File: config.mk
export PLATFORM = sky130hd
export DESIGN_NAME = core_idle_seq
export DESIGN_NICKNAME = d
export VERILOG_FILES = /design/src/rtl/core_idle_pkg.sv /design/src/rtl/core_idle_fsm.sv /design/src/rtl/core_idle_req_gen.sv /design/src/rtl/core_idle_snoop.sv /design/src/rtl/core_idle_seq.sv
export SDC_FILE = /design/constraint.sdc
export NUM_CORES = 1
export LEC_CHECK = 0
export ABC_AREA = 1
export BUFFER_PORTS_ARGS = -buffer_cell sky130_fd_sc_hd__buf_4
export CORE_MARGIN = 2
export CORE_UTILIZATION = 57
export DETAILED_ROUTE_END_ITERATION = 7
export GPL_ROUTABILITY_DRIVEN = 0
export PLACE_DENSITY = 0.81
export SETUP_SLACK_MARGIN = 0.1
export SYNTH_ARGS = -nofsm -noshare
export SYNTH_HDL_FRONTEND = slang
export SYNTH_SLANG_ARGS = --single-unit
File: constraint.sdc
create_clock -name clk_i -period 4.1 [get_ports clk_i]
set_input_delay 0.82 -clock clk_i [delete_from_list [all_inputs] [get_ports clk_i]]
set_output_delay 0.82 -clock clk_i [all_outputs]
set_load 0.05 [all_outputs]
File: src/rtl/core_idle_pkg.sv
package core_idle_pkg;

  localparam int unsigned NSTEP = 5;
  localparam int unsigned LVL_W = 2;
  localparam int unsigned CNT_W = $clog2(NSTEP + 1);

  // step indices, entry order
  localparam int unsigned STP_PIPE  = 0;
  localparam int unsigned STP_CLK   = 1;
  localparam int unsigned STP_FLUSH = 2;
  localparam int unsigned STP_SAVE  = 3;
  localparam int unsigned STP_PWR   = 4;

  typedef enum logic [1:0] {
    M_ACTIVE   = 2'd0,
    M_ENTER    = 2'd1,
    M_RESIDENT = 2'd2,
    M_EXIT     = 2'd3
  } mode_e;

  // number of steps a level needs
  function automatic logic [CNT_W-1:0] steps_for_level(input logic [LVL_W-1:0] lvl);
    case (lvl)
      LVL_W'(1): return CNT_W'(STP_CLK + 1);
      LVL_W'(2): return CNT_W'(STP_FLUSH + 1);
      LVL_W'(3): return CNT_W'(STP_PWR + 1);
      default:   return '0;
    endcase
  endfunction

  // deepest level fully reached with a given number of completed steps
  function automatic logic [LVL_W-1:0] level_for_count(input logic [CNT_W-1:0] c);
    if (c >= CNT_W'(STP_PWR + 1))        return LVL_W'(3);
    else if (c >= CNT_W'(STP_FLUSH + 1)) return LVL_W'(2);
    else if (c >= CNT_W'(STP_CLK + 1))   return LVL_W'(1);
    else                                 return '0;
  endfunction

endpackage

File: src/rtl/core_idle_fsm.sv
module core_idle_fsm
  import core_idle_pkg::*;
#(
  parameter int unsigned N_STEPS = core_idle_pkg::NSTEP,
  parameter int unsigned LW      = core_idle_pkg::LVL_W,
  localparam int unsigned CW     = $clog2(N_STEPS + 1)
) (
  input  logic               clk_i,
  input  logic               rst_ni,
  input  logic               wait_valid_i,
  input  logic [LW-1:0]      wait_level_i,
  input  logic               wake_i,
  input  logic [N_STEPS-1:0] step_ack_i,
  output mode_e              mode_o,
  output logic [CW-1:0]      cnt_o,
  output logic               drain_o
);

  mode_e            mode_q, mode_d;
  logic [CW-1:0]    cnt_q, cnt_d;
  logic [CW-1:0]    depth_q, depth_d;
  logic             drain_q, drain_d;
  logic             upd_en;
  logic [N_STEPS-1:0] cur_sel, prev_sel;
  logic             cur_ack, prev_ack;

  // one-hot select of the step at the counter and the one below it
  for (genvar k = 0; k < N_STEPS; k++) begin : g_sel
    assign cur_sel[k]  = (cnt_q == CW'(k));
    assign prev_sel[k] = (cnt_q == CW'(k + 1));
  end

  assign cur_ack  = |(step_ack_i & cur_sel);
  assign prev_ack = |(step_ack_i & prev_sel);

  always_comb begin
    mode_d  = mode_q;
    cnt_d   = cnt_q;
    depth_d = depth_q;
    drain_d = drain_q;
    case (mode_q)
      M_ACTIVE: begin
        if (wait_valid_i && !wake_i && (wait_level_i != '0)) begin
          mode_d  = M_ENTER;
          depth_d = CW'(steps_for_level(wait_level_i));
          cnt_d   = '0;
        end
      end
      M_ENTER: begin
        if (wake_i) begin
          mode_d = M_EXIT;
          if (cur_ack) cnt_d = cnt_q + 1'b1;
          else         drain_d = 1'b1;
        end else if (cur_ack) begin
          cnt_d = cnt_q + 1'b1;
          if ((cnt_q + 1'b1) == depth_q) mode_d = M_RESIDENT;
        end
      end
      M_RESIDENT: begin
        if (wake_i) mode_d = M_EXIT;
      end
      M_EXIT: begin
        if (drain_q) begin
          if (!cur_ack) drain_d = 1'b0;
        end else if (cnt_q == '0) begin
          mode_d = M_ACTIVE;
        end else if (!prev_ack) begin
          cnt_d = cnt_q - 1'b1;
        end
      end
      default: mode_d = M_ACTIVE;
    endcase
  end

  assign upd_en = (mode_d != mode_q) || (cnt_d != cnt_q) ||
                  (depth_d != depth_q) || (drain_d != drain_q);

  always_ff @(posedge clk_i or negedge rst_ni) begin
    if (!rst_ni) begin
      mode_q  <= M_ACTIVE;
      cnt_q   <= '0;
      depth_q <= '0;
      drain_q <= 1'b0;
    end else if (upd_en) begin
      mode_q  <= mode_d;
      cnt_q   <= cnt_d;
      depth_q <= depth_d;
      drain_q <= drain_d;
    end
  end

  assign mode_o  = mode_q;
  assign cnt_o   = cnt_q;
  assign drain_o = drain_q;

  AST_DEPTH_BOUND: assert property (@(posedge clk_i) disable iff (!rst_ni)
    (mode_q == M_RESIDENT) |-> (cnt_q == depth_q && depth_q != '0));

  AST_RESIDENT_HOLD: assert property (@(posedge clk_i) disable iff (!rst_ni)
    (mode_q == M_RESIDENT && !wake_i) |=> (mode_q == M_RESIDENT && $stable(cnt_q)));

endmodule

File: src/rtl/core_idle_req_gen.sv
module core_idle_req_gen
  import core_idle_pkg::*;
#(
  parameter int unsigned N_STEPS = core_idle_pkg::NSTEP,
  localparam int unsigned CW     = $clog2(N_STEPS + 1)
) (
  input  mode_e              mode_i,
  input  logic [CW-1:0]      cnt_i,
  input  logic               drain_i,
  output logic [N_STEPS-1:0] req_o
);

  logic [CW-1:0] lim;

  // number of low-index requests held high
  always_comb begin
    case (mode_i)
      M_ENTER:    lim = cnt_i + 1'b1;
      M_RESIDENT: lim = cnt_i;
      M_EXIT:     lim = (drain_i || cnt_i == '0) ? cnt_i : cnt_i - 1'b1;
      default:    lim = '0;
    endcase
  end

  for (genvar k = 0; k < N_STEPS; k++) begin : g_req
    assign req_o[k] = (CW'(k) < lim);
  end

endmodule

File: src/rtl/core_idle_snoop.sv
module core_idle_snoop (
  input  logic flushed_i,
  input  logic snoop_valid_i,
  output logic snoop_fwd_o,
  output logic snoop_miss_o
);

  assign snoop_fwd_o  = snoop_valid_i && !flushed_i;
  assign snoop_miss_o = snoop_valid_i &&  flushed_i;

endmodule

File: src/rtl/core_idle_seq.sv
module core_idle_seq
  import core_idle_pkg::*;
(
  input  logic             clk_i,
  input  logic             rst_ni,
  input  logic             wait_valid_i,
  input  logic [LVL_W-1:0] wait_level_i,
  input  logic             wake_i,
  input  logic [NSTEP-1:0] step_ack_i,
  output logic [NSTEP-1:0] step_req_o,
  output logic [1:0]       clk_gate_o,
  output logic             pwr_off_o,
  input  logic             snoop_valid_i,
  output logic             snoop_fwd_o,
  output logic             snoop_miss_o,
  output logic [LVL_W-1:0] level_o,
  output logic             busy_o
);

  mode_e            mode;
  logic [CNT_W-1:0] cnt;
  logic             drain;
  logic             flushed;

  core_idle_fsm #(.N_STEPS(NSTEP), .LW(LVL_W)) fsm_i (
    .clk_i        (clk_i),
    .rst_ni       (rst_ni),
    .wait_valid_i (wait_valid_i),
    .wait_level_i (wait_level_i),
    .wake_i       (wake_i),
    .step_ack_i   (step_ack_i),
    .mode_o       (mode),
    .cnt_o        (cnt),
    .drain_o      (drain)
  );

  core_idle_req_gen #(.N_STEPS(NSTEP)) req_i (
    .mode_i  (mode),
    .cnt_i   (cnt),
    .drain_i (drain),
    .req_o   (step_req_o)
  );

  assign flushed = (cnt >= CNT_W'(STP_FLUSH + 1));

  core_idle_snoop snoop_i (
    .flushed_i     (flushed),
    .snoop_valid_i (snoop_valid_i),
    .snoop_fwd_o   (snoop_fwd_o),
    .snoop_miss_o  (snoop_miss_o)
  );

  assign clk_gate_o = {flushed, step_req_o[STP_CLK]};
  assign pwr_off_o  = step_req_o[STP_PWR];
  assign level_o    = level_for_count(cnt);
  assign busy_o     = (mode == M_ENTER) || (mode == M_EXIT);

  for (genvar k = 1; k < NSTEP; k++) begin : g_chain
    AST_STEP_CHAIN: assert property (@(posedge clk_i) disable iff (!rst_ni)
      step_req_o[k] |-> step_ack_i[k-1]);
  end

  AST_PWR_SAVED: assert property (@(posedge clk_i) disable iff (!rst_ni)
    pwr_off_o |-> step_ack_i[STP_SAVE]);

  AST_SNOOP_ONE: assert property (@(posedge clk_i) disable iff (!rst_ni)
    snoop_valid_i |-> (snoop_fwd_o != snoop_miss_o));

  AST_SNOOP_DEEP: assert property (@(posedge clk_i) disable iff (!rst_ni)
    (snoop_valid_i && !busy_o && level_o >= LVL_W'(2)) |-> snoop_miss_o);

  AST_ACTIVE_QUIET: assert property (@(posedge clk_i) disable iff (!rst_ni)
    (!busy_o && level_o == '0) |-> (step_ack_i == '0 && step_req_o == '0));

  AST_RISE_BUSY: assert property (@(posedge clk_i) disable iff (!rst_ni)
    (|(step_req_o & ~$past(step_req_o))) |-> busy_o);

endmodule

[Word-level counts from Yosys, hierarchy flattened]
Index checks and enable logic that the tools add are counted.
Word-level totals
  register bits: 9
  input bits: 12
  output and inout port bits: 13
  word-level logic and storage cells: 75
Cells by class
  add/subtract/negate cells: 2
  order comparisons: 8
  eq/ne operators: 16
  muxes and demuxes: 27
  bitwise logic cells: 2
  reduce and logical (&&, ||, !) cells: 16
Operators with widths (number)
  one-hot mux 3 bit (3 select lines): 3
  2-to-1 mux 3 bit: 8
  2-to-1 mux 2 bit: 9
  bitwise AND 5 bit: 2
  OR reduction 5 bit: 2
  == test 2 bit, second input constant: 4
  one-hot mux 2 bit (4 select lines): 1
  == test 3 x 2 -> 1 bit, second input constant: 2
  == test 3 bit, second input constant: 2
  >= comparator 3 x 2 -> 1 bit, second input constant: 2
  less-than comparator 1 x 3 -> 1 bit, first input constant: 2
  less-than comparator 2 x 3 -> 1 bit, first input constant: 2
  != test 3 bit: 2
  logical OR 1 bit: 5
  2-to-1 mux 1 bit: 5
  == test 2 x 1 -> 1 bit, second input constant: 2
  logical AND 1 bit: 4
  adder 3 x 1 -> 3 bit, second input constant: 1
  == test 3 x 1 -> 1 bit, second input constant: 1
  == test 3 bit: 1
  >= comparator 3 bit, second input constant: 1
  logical NOT 3 bit: 1
  less-than comparator 3 bit, first input constant: 1
  subtractor 3 x 1 -> 3 bit, second input constant: 1
  6 further kinds: 7

[Depth between registers and ports, before layout]
Gate-level depths: netlist (run 1).
  depth in word-level cells: 11
  depth in mapped cells: 13
  depth with buffers taken out: 11

[Cells and area by module]
From an unflattened synthesis (run 1), not the netlist that was laid out.
Unflattened totals
  cell total of the unflattened synthesis: 186
  area total of the unflattened synthesis: 1176.1 sq um
By module, submodules not included
  core_idle_fsm: instances 1, cells an instance 126, area an instance 860.8 sq um
  core_idle_req_gen: instances 1, cells an instance 44, area an instance 241.5 sq um
  core_idle_seq: instances 1, cells an instance 12, area an instance 56.3 sq um
  core_idle_snoop: instances 1, cells an instance 4, area an instance 17.5 sq um

[Worst setup path after synthesis (run 1)]
No wires, ideal clock.
  kind: register to output
  start: reg fsm_i.cnt_q[0] (netlist: fsm_i.cnt_o[0])
  end: out step_req_o[1]
  data arrival time: 2.534 ns
  data required time: 3.280 ns
  slack: 0.746 ns
  stages on the path, launching flop included: 11
  path buffers: 2
  path through: dfrtp_1 buf_2 inv_1 ha_1 nand2_2 nand2_2 o211ai_1 nand3_1 inv_2 nand2_1 buf_4
On the way
  longest elaborated chain between the ends: 5
RTL lines
  start: declaration: RTL line core_idle_fsm.sv:20  | logic [CW-1:0] cnt_q, cnt_d;
  start signal: assignment: RTL line core_idle_fsm.sv:86  | cnt_q <= cnt_d;
  branches (longest 3 deep; another with subtractor 3 x 1 -> 3 bit)
  one-hot mux 3 bit (3 select lines) (*): RTL line core_idle_req_gen.sv:17  | case (mode_i)
  less-than comparator 1 x 3 -> 1 bit (*): RTL line core_idle_req_gen.sv:26  | assign req_o[k] = (CW'(k) < lim);
  end: declaration: RTL line core_idle_seq.sv:10  | output logic [NSTEP-1:0] step_req_o,
Mark *: on every way between the ends.

[Worst setup path after layout (run 1)]
  start: reg fsm_i.cnt_q[0] (netlist: fsm_i.cnt_o[0])
  end: out step_req_o[2]
On the way
  longest elaborated chain between the ends: 5
RTL lines (RTL line)
  branches (longest 3 deep; another with subtractor 3 x 1 -> 3 bit)
  one-hot mux 3 bit (3 select lines) (*): core_idle_req_gen.sv:17
  less-than comparator 2 x 3 -> 1 bit (*): core_idle_req_gen.sv:26
Marks and branches as above.

==> results of run 1 <==
-- through the flow --
step	cell area [um2]	instances	hold slack [ns]	util [%]
2_1_floorplan	1080	157	0.468	-
3_3_place_gp	1240	199	0.499	70.4
3_5_place_dp	1240	199	0.511	70.4
4_1_cts	1270	203	0.380	71.8
5_1_grt	1270	203	0.375	71.8
6_report	1270	203	0.382	71.8
-- synthesized netlist by cell type, types with 2 or more instances --
| master | count |
|---|---|
| a31oi_1 | 3 |
| buf_4 | 3 |
| buf_6 | 2 |
| dfrtp_1 | 9 |
| ha_1 | 9 |
| inv_1 | 21 |
| inv_2 | 7 |
| nand2_1 | 33 |
| nand2_2 | 2 |
| nand2_4 | 3 |
| nand3_1 | 18 |
| nand4_1 | 4 |
| nor2_1 | 8 |
| nor2_2 | 3 |
| nor2_8 | 2 |
| o21ai_0 | 6 |
| o21ai_1 | 6 |
| o22ai_1 | 3 |
-- final cells by class --
cell class	instances	area, um2	share of cell area, %
clock buffer	4	26.3	2.07
sequential	9	225	17.8
tap	25	31.3	2.47
inverter	28	105	8.29
multi-input combinational	113	699	55.2
timing repair buffer	24	180	14.2
-- metal layers --
metal | GRT usage (%) | vias up
li1 | - | 547
met5 | 0 | -
met2 | 45.1 | 41
met4 | 8.11 | 0
met3 | 2.64 | 4
met1 | 30.8 | 514
-- state kept, by name, indices dropped and copies added (netlist names) --
| name | count |
|---|---|
| fsm_i.cnt_o | 3 |
| fsm_i.depth_q | 3 |
| fsm_i.mode_o | 2 |
| fsm_i.drain_o | 1 |
-- cells by family (layout without fill, tap and decap cells) --
kind of cell,after synthesis,in the layout
DFF,9,9
xor gates and xnor gates,2,2
adders and majority gates,9,9
AOI/OAI and AO/OA,22,22
buffers and inverters,35,56
muxes,1,1
and+or+nand+nor,79,79
-- final timing paths --
kind / start / end / slack [ns] / cells past startpoint
max: fsm_i.cnt_o[0] / step_req_o[2] / 0.96 / 9
min: rst_ni / fsm_i.depth_q[1] / 0.38 / 1
max reg2reg: fsm_i.cnt_o[0] / fsm_i.cnt_o[1] / 2.09 / 8
min reg2reg: fsm_i.depth_q[0] / fsm_i.depth_q[0] / 0.52 / 2
max in group asynchronous: rst_ni / fsm_i.drain_o / 3.58 / 1
min in group clk_i: fsm_i.depth_q[0] / fsm_i.depth_q[0] / 0.52 / 2
-- worst reg2reg max path: stages (launching register included) --
cell	delay, ns
dfrtp_1	0.54
inv_1	0.21
ha_1	0.28
nand2_2	0.14
nand2_2	0.10
o21ai_1	0.20
o21ai_0	0.11
o21ai_0	0.20
nand3_1	0.11
==> out/results.tsv, run 1 <==
metric	value	unit
Synth Instances	157	
fin crit share	76.5	%
endpoints failing setup	0	
Cell Area, Synth	0.00108	mm2
clock transition at the registers of the reported paths	0.06	ns
die area	0.00227	mm2
antenna fix cells	0	
met1 wire length	998	um
top routing layer used	met4	
Crit-path slowest cell	dfrtp_1	
Vias	1106	
clock sink total	9	
syn nets	178	
most frequent cells in the layout	nand2_1, buf_4, inv_1	
CTS tree	yes	
Die W	47.6	um
first-pass GRT wire length	4.02	mm
dominant synthesized flop cell	dfrtp_1	
Crit Path Max Fanout	11	
area share of the largest cell type after synthesis	20.8	%
deepest clock path buffer count	2	
HP Class	input pin to async pin	
Netlist cell types	33	
post-synthesis mux area share	0.924	%
final worst slack	0.962	ns
largest family of logic cells by synthesized area	simple AND/OR/NAND/NOR gates	
detailed-router iteration count before antenna repair	4	
Worst Tran Pin Value	0.343	ns
DRC Markers	0	
Worst Setup End Kind	output pin	
clock buffer count from CTS	3	
Layout fillers	168	
initial core utilization	61.4	%
Setup TNS	0	ns
worst setup path class	register to output pin	
XOR/XNOR share of the synthesized area	1.62	%
post-synthesis compound-gate area fraction	11.7	%
Via density	5.45	
arrival time worst endpoint	2.32	ns
vias in the first global route	992	
Synth Warn #	0	
number of synthesized flops with an enable pin	0	
largest net degree at the start of global routing	12	
status	complete, no violations	
Seq cells post-synth	9	
top cells by area, synth	dfrtp_1, nand2_1, ha_1	
hold buffer count at cts	0	
initial antenna violation count	0	
post-CTS setup buffer count	0	
crit path cell chain	inv_1 > ha_1 > nand2_2 > nand2_2 > inv_2 > o21ai_0 > o21ai_1 > o21ai_1 > buf_4	
post-layout net count	200	
cell taking the most area after synthesis	dfrtp_1	
Max Cap Violations	0	
DPL Wire Length	2.04	mm
post-CTS sizing	0	
post-route ant nets	0	
H-tree Lvls	1	
delay-heaviest family, CP	flip-flops	
worst path bufs/invs	3	
Place WS	1.28	ns
Slew Viols, Final	0	
register area share after synthesis	20.8	%
Final Skew	0.00171	ns
share of layout cells above drive strength 1	27.5	%
Async SR Flop Fraction	100	%
commonest non-fill, non-tap cell in the layout	nand2_1	
element type at the critical path start	register	
met3 routed WL	160	um
Slew headroom	77.1	%
Final Hold Fails	0	
grt ovf	0	
area grow syn2layout	17.0	%
WL per Instance	11.9	um
Final Critical Period	3.14	ns
die height	47.6	um
Adder-Cell Fraction of Synth Area	10.4	%
CP peak stage delay	0.54	ns
WL met2	1.24	mm
root buffer cell	clkbuf_4	
I/O pins	25	
fmax	319	MHz
IO Port Bufs	24	
required time worst endpoint	3.28	ns
simple-gate share of the synthesized area	40.0	%
Cell Rows	15	
Core Region	0.00176	mm2
synthesized area per cell	6.90	um2
GRT Total Usage	24.9	%
First DRT Iteration DRCs	29	
RSZ-0062 raised after global routing	false	
worst skew pair latency	0.25	ns
routed wire length	2.43	mm
Power of run 1 is not shown: default switching activity piles up to over one toggle a cycle in this logic, so the estimate is an artifact.
==> run 2: changes to the inputs <==
--- a/config.mk
+++ b/config.mk
@@ -5,13 +5,13 @@
 export SDC_FILE = /design/constraint.sdc
 export NUM_CORES = 1
 export LEC_CHECK = 0
-export ABC_AREA = 1
+export ABC_AREA = 0
 export BUFFER_PORTS_ARGS = -buffer_cell sky130_fd_sc_hd__buf_4
 export CORE_MARGIN = 2
-export CORE_UTILIZATION = 57
+export CORE_UTILIZATION = 52
 export DETAILED_ROUTE_END_ITERATION = 7
 export GPL_ROUTABILITY_DRIVEN = 0
-export PLACE_DENSITY = 0.81
+export PLACE_DENSITY = 0.76
 export SETUP_SLACK_MARGIN = 0.1
 export SYNTH_ARGS = -nofsm -noshare
 export SYNTH_HDL_FRONTEND = slang
==> constraint.sdc (replaced) <==
create_clock -name clk_i -period 3.1 [get_ports clk_i]
set_input_delay 0.62 -clock clk_i [delete_from_list [all_inputs] [get_ports clk_i]]
set_output_delay 0.62 -clock clk_i [all_outputs]
set_load 0.05 [all_outputs]
==> run 2 against run 1 <==
  * First-iteration DRC count shrank 17%
  * Critical path type unchanged
  * Sequential cell count did not move
  * Routed wire length down 7.9%
  * Sequential share of layout area is 1.5 points higher
==> out/results.tsv, run 2 <==
metric	value	unit	change
largest family of logic cells by synthesized area	compound AO/OA/AOI/OAI gates		
root buffer cell	clkbuf_4		
post-CTS setup buffer count	0		unchanged
endpoints failing setup	0		unchanged
share of layout cells above drive strength 1	24.1	%	-3.4 points
post-synthesis compound-gate area fraction	26.2	%	+15 points
clock transition at the registers of the reported paths	0.06	ns	about the same
Layout fillers	174		+3.6%
Adder-Cell Fraction of Synth Area	11.6	%	+1.2 points
Async SR Flop Fraction	100	%	unchanged
Cell Rows	15		unchanged
Cell Area, Synth	968	um2	-11%
Slew headroom	57.9	%	-19 points
synth cell count leaders	nor2_1, nand2_1		
die area	0.00222	mm2	-1.9%
element type at the critical path start	register		
R2R Setup Slk	0.96	ns	-1.13 ns
clock buffer count from CTS	3		unchanged
Slew Viols, Final	0		unchanged
Max Cap Violations	0		unchanged
Final Skew	0.00168	ns	-0.0000208 ns
IO Port Bufs	24		unchanged
dominant synthesized flop cell	dfrtp_1		
worst setup path class	register to output pin		
Setup TNS	0	ns	unchanged
First DRT Iteration DRCs	24		-17%
Netlist cell types	45		+36%
commonest non-fill, non-tap cell in the layout	buf_4		
fmax	357	MHz	
post-layout net count	167		-17%
Die W	47.2	um	-0.93%
initial antenna violation count	0		unchanged
die height	47.2	um	-0.93%
grt peak-use layer	met2		
routing usage on met3	1.54	%	-1.1 points
CTS tree	yes		
Worst Setup End Kind	output pin		
largest net degree at the start of global routing	15		+3
Crit Path Max Fanout	9		-2
RR Startpoint	fsm_i.cnt_o[1]		
fin crit share	90.3	%	
Seq cells post-synth	9		unchanged
status	complete, no violations		
required time worst endpoint	2.48	ns	-0.80 ns
cell taking the most area after synthesis	dfrtp_1		
top cells by area, synth	dfrtp_1, ha_1, nor2_1		
GRT met1 Usage	28.9	%	-1.8 points
GRT Total Usage	23.0	%	-1.9 points
vias in the first global route	872		-12%
Core Region	0.00175	mm2	-1.1%
XOR/XNOR share of the synthesized area	3.62	%	+2.0 points
clock sink total	9		unchanged
Synth Warn #	0		unchanged
Worst Tran Pin Value	0.630	ns	+0.287 ns
I/O pins	25		unchanged
worst skew pair latency	0.25	ns	about the same
arrival time worst endpoint	2.18	ns	-0.14 ns
routed wire length	2.23	mm	-7.9%
register area share after synthesis	23.3	%	+2.5 points
syn nets	147		-17%
simple-gate share of the synthesized area	20.2	%	-20 points
DPL Wire Length	1.74	mm	-15%
DRC Markers	0		unchanged
hold buffer count at cts	0		unchanged
grt ovf	0		unchanged
Vias	974		-12%
Via density	5.73		+5.2%
area grow syn2layout	20.5	%	
HP Class	input pin to async pin		
first-pass GRT wire length	3.66	mm	-8.9%
Final Critical Period	2.80	ns	
detailed-router iteration count before antenna repair	4		unchanged
area share of the largest cell type after synthesis	23.3	%	+2.5 points
most frequent cells in the layout	buf_4, nor2_1, nand2_1		
FF-to-FF End	fsm_i.cnt_o[2]		
RSZ-0062 raised after global routing	false		
Final Hold Fails	0		unchanged
WL per Instance	13.1	um	+10%
most frequent cell after synthesis	nor2_1		
number of synthesized flops with an enable pin	0		unchanged
antenna fix cells	0		unchanged
routing usage on met2	40.0	%	-5.1 points
post-synthesis mux area share	6.07	%	+5.1 points
Synth Instances	126		-20%
post-route ant nets	0		unchanged
H-tree Lvls	1		unchanged
FF-to-FF path depth	7		-1
deepest clock path buffer count	2		unchanged
initial core utilization	55.5	%	-5.9 points
synthesized area per cell	7.69	um2	+11%
## run 2: cell count changes in the layout (fill, tap and decap cells not counted), sizes merged, moves of 3 or more
cell	change
inv	-18
mux2	+4
o22ai	-3
nor3	+4
nand3	-16
a21oi	+4
nand2	-27
## run 2: area by class of cell
class                           instances  area, um2  area share [%]
Timing Repair Buffer                   25        188            16.1
Multi-Input combinational cell         97        659            56.5
Tap cell                               25       31.3            2.68
Inverter                               10       37.5            3.22
Sequential cell                         9        225            19.3
Clock buffer                            4       26.3            2.25
## run 2: timing repair
| action | in CTS | in global routing |
|---|---|---|
| gates resized for setup | 0 | 1 |
| endpoints found under the setup margin | 0 | 5 |
| endpoints found under the hold margin | 0 | 0 |
## run 2: how the worst max path moves through the flow
| stage | startpoint | end | slack [ns] | cells past startpoint |
|---|---|---|---|---|
| detailed placement | fsm_i.cnt_o[1] | step_req_o[1] | 0.44 | 7 |
| CTS | fsm_i.cnt_o[1] | step_req_o[1] | 0.15 | 7 |
| floorplan | fsm_i.cnt_o[1] | step_req_o[1] | 0.13 | 7 |
| finish | fsm_i.cnt_o[1] | clk_gate_o[0] | 0.30 | 7 |
| global placement | fsm_i.cnt_o[1] | clk_gate_o[0] | 0.54 | 7 |
| global route | fsm_i.cnt_o[1] | step_req_o[2] | 0.13 | 8 |
## run 2: metal layers
layer,vias up,routed length [um]
met5,-,0
met4,0,27
met3,4,48
met2,20,1170
met1,461,987
li1,489,-
## run 2: logic make-up (layout without fill, tap and decap cells)
family | after synthesis | after routing
simple gates | 42 | 42
flops | 9 | 9
buf+inv | 20 | 39
compound gates | 37 | 37
xor+xnor | 4 | 4
fa+ha+maj | 9 | 9
mux | 5 | 5
## run 2: worst max-delay path, stage by stage, from the launching register on
cell and delay, ns:
dfrtp_1 0.46, inv_1 0.17, ha_1 0.21, and3_1 0.17, mux2_2 0.34, a21oi_2 0.22
nand3_1 0.13, buf_4 0.21
## run 2: per-stage QoR
step / setup WS (ns) / cells / util [%] / instance area [um2] / hold WS, ns
finish: 0.300 / 170 / 66.9 / 1170 / 0.175
global route: 0.135 / 170 / 66.9 / 1170 / 0.167
CTS: 0.150 / 170 / 66.7 / 1160 / 0.171
detailed placement: 0.438 / 166 / 65.2 / 1140 / 0.450
global placement: 0.541 / 166 / 65.2 / 1140 / 0.448
floorplan: 0.134 / 126 / - / 968 / 0.324
Power of run 2 is left out for the same reason.
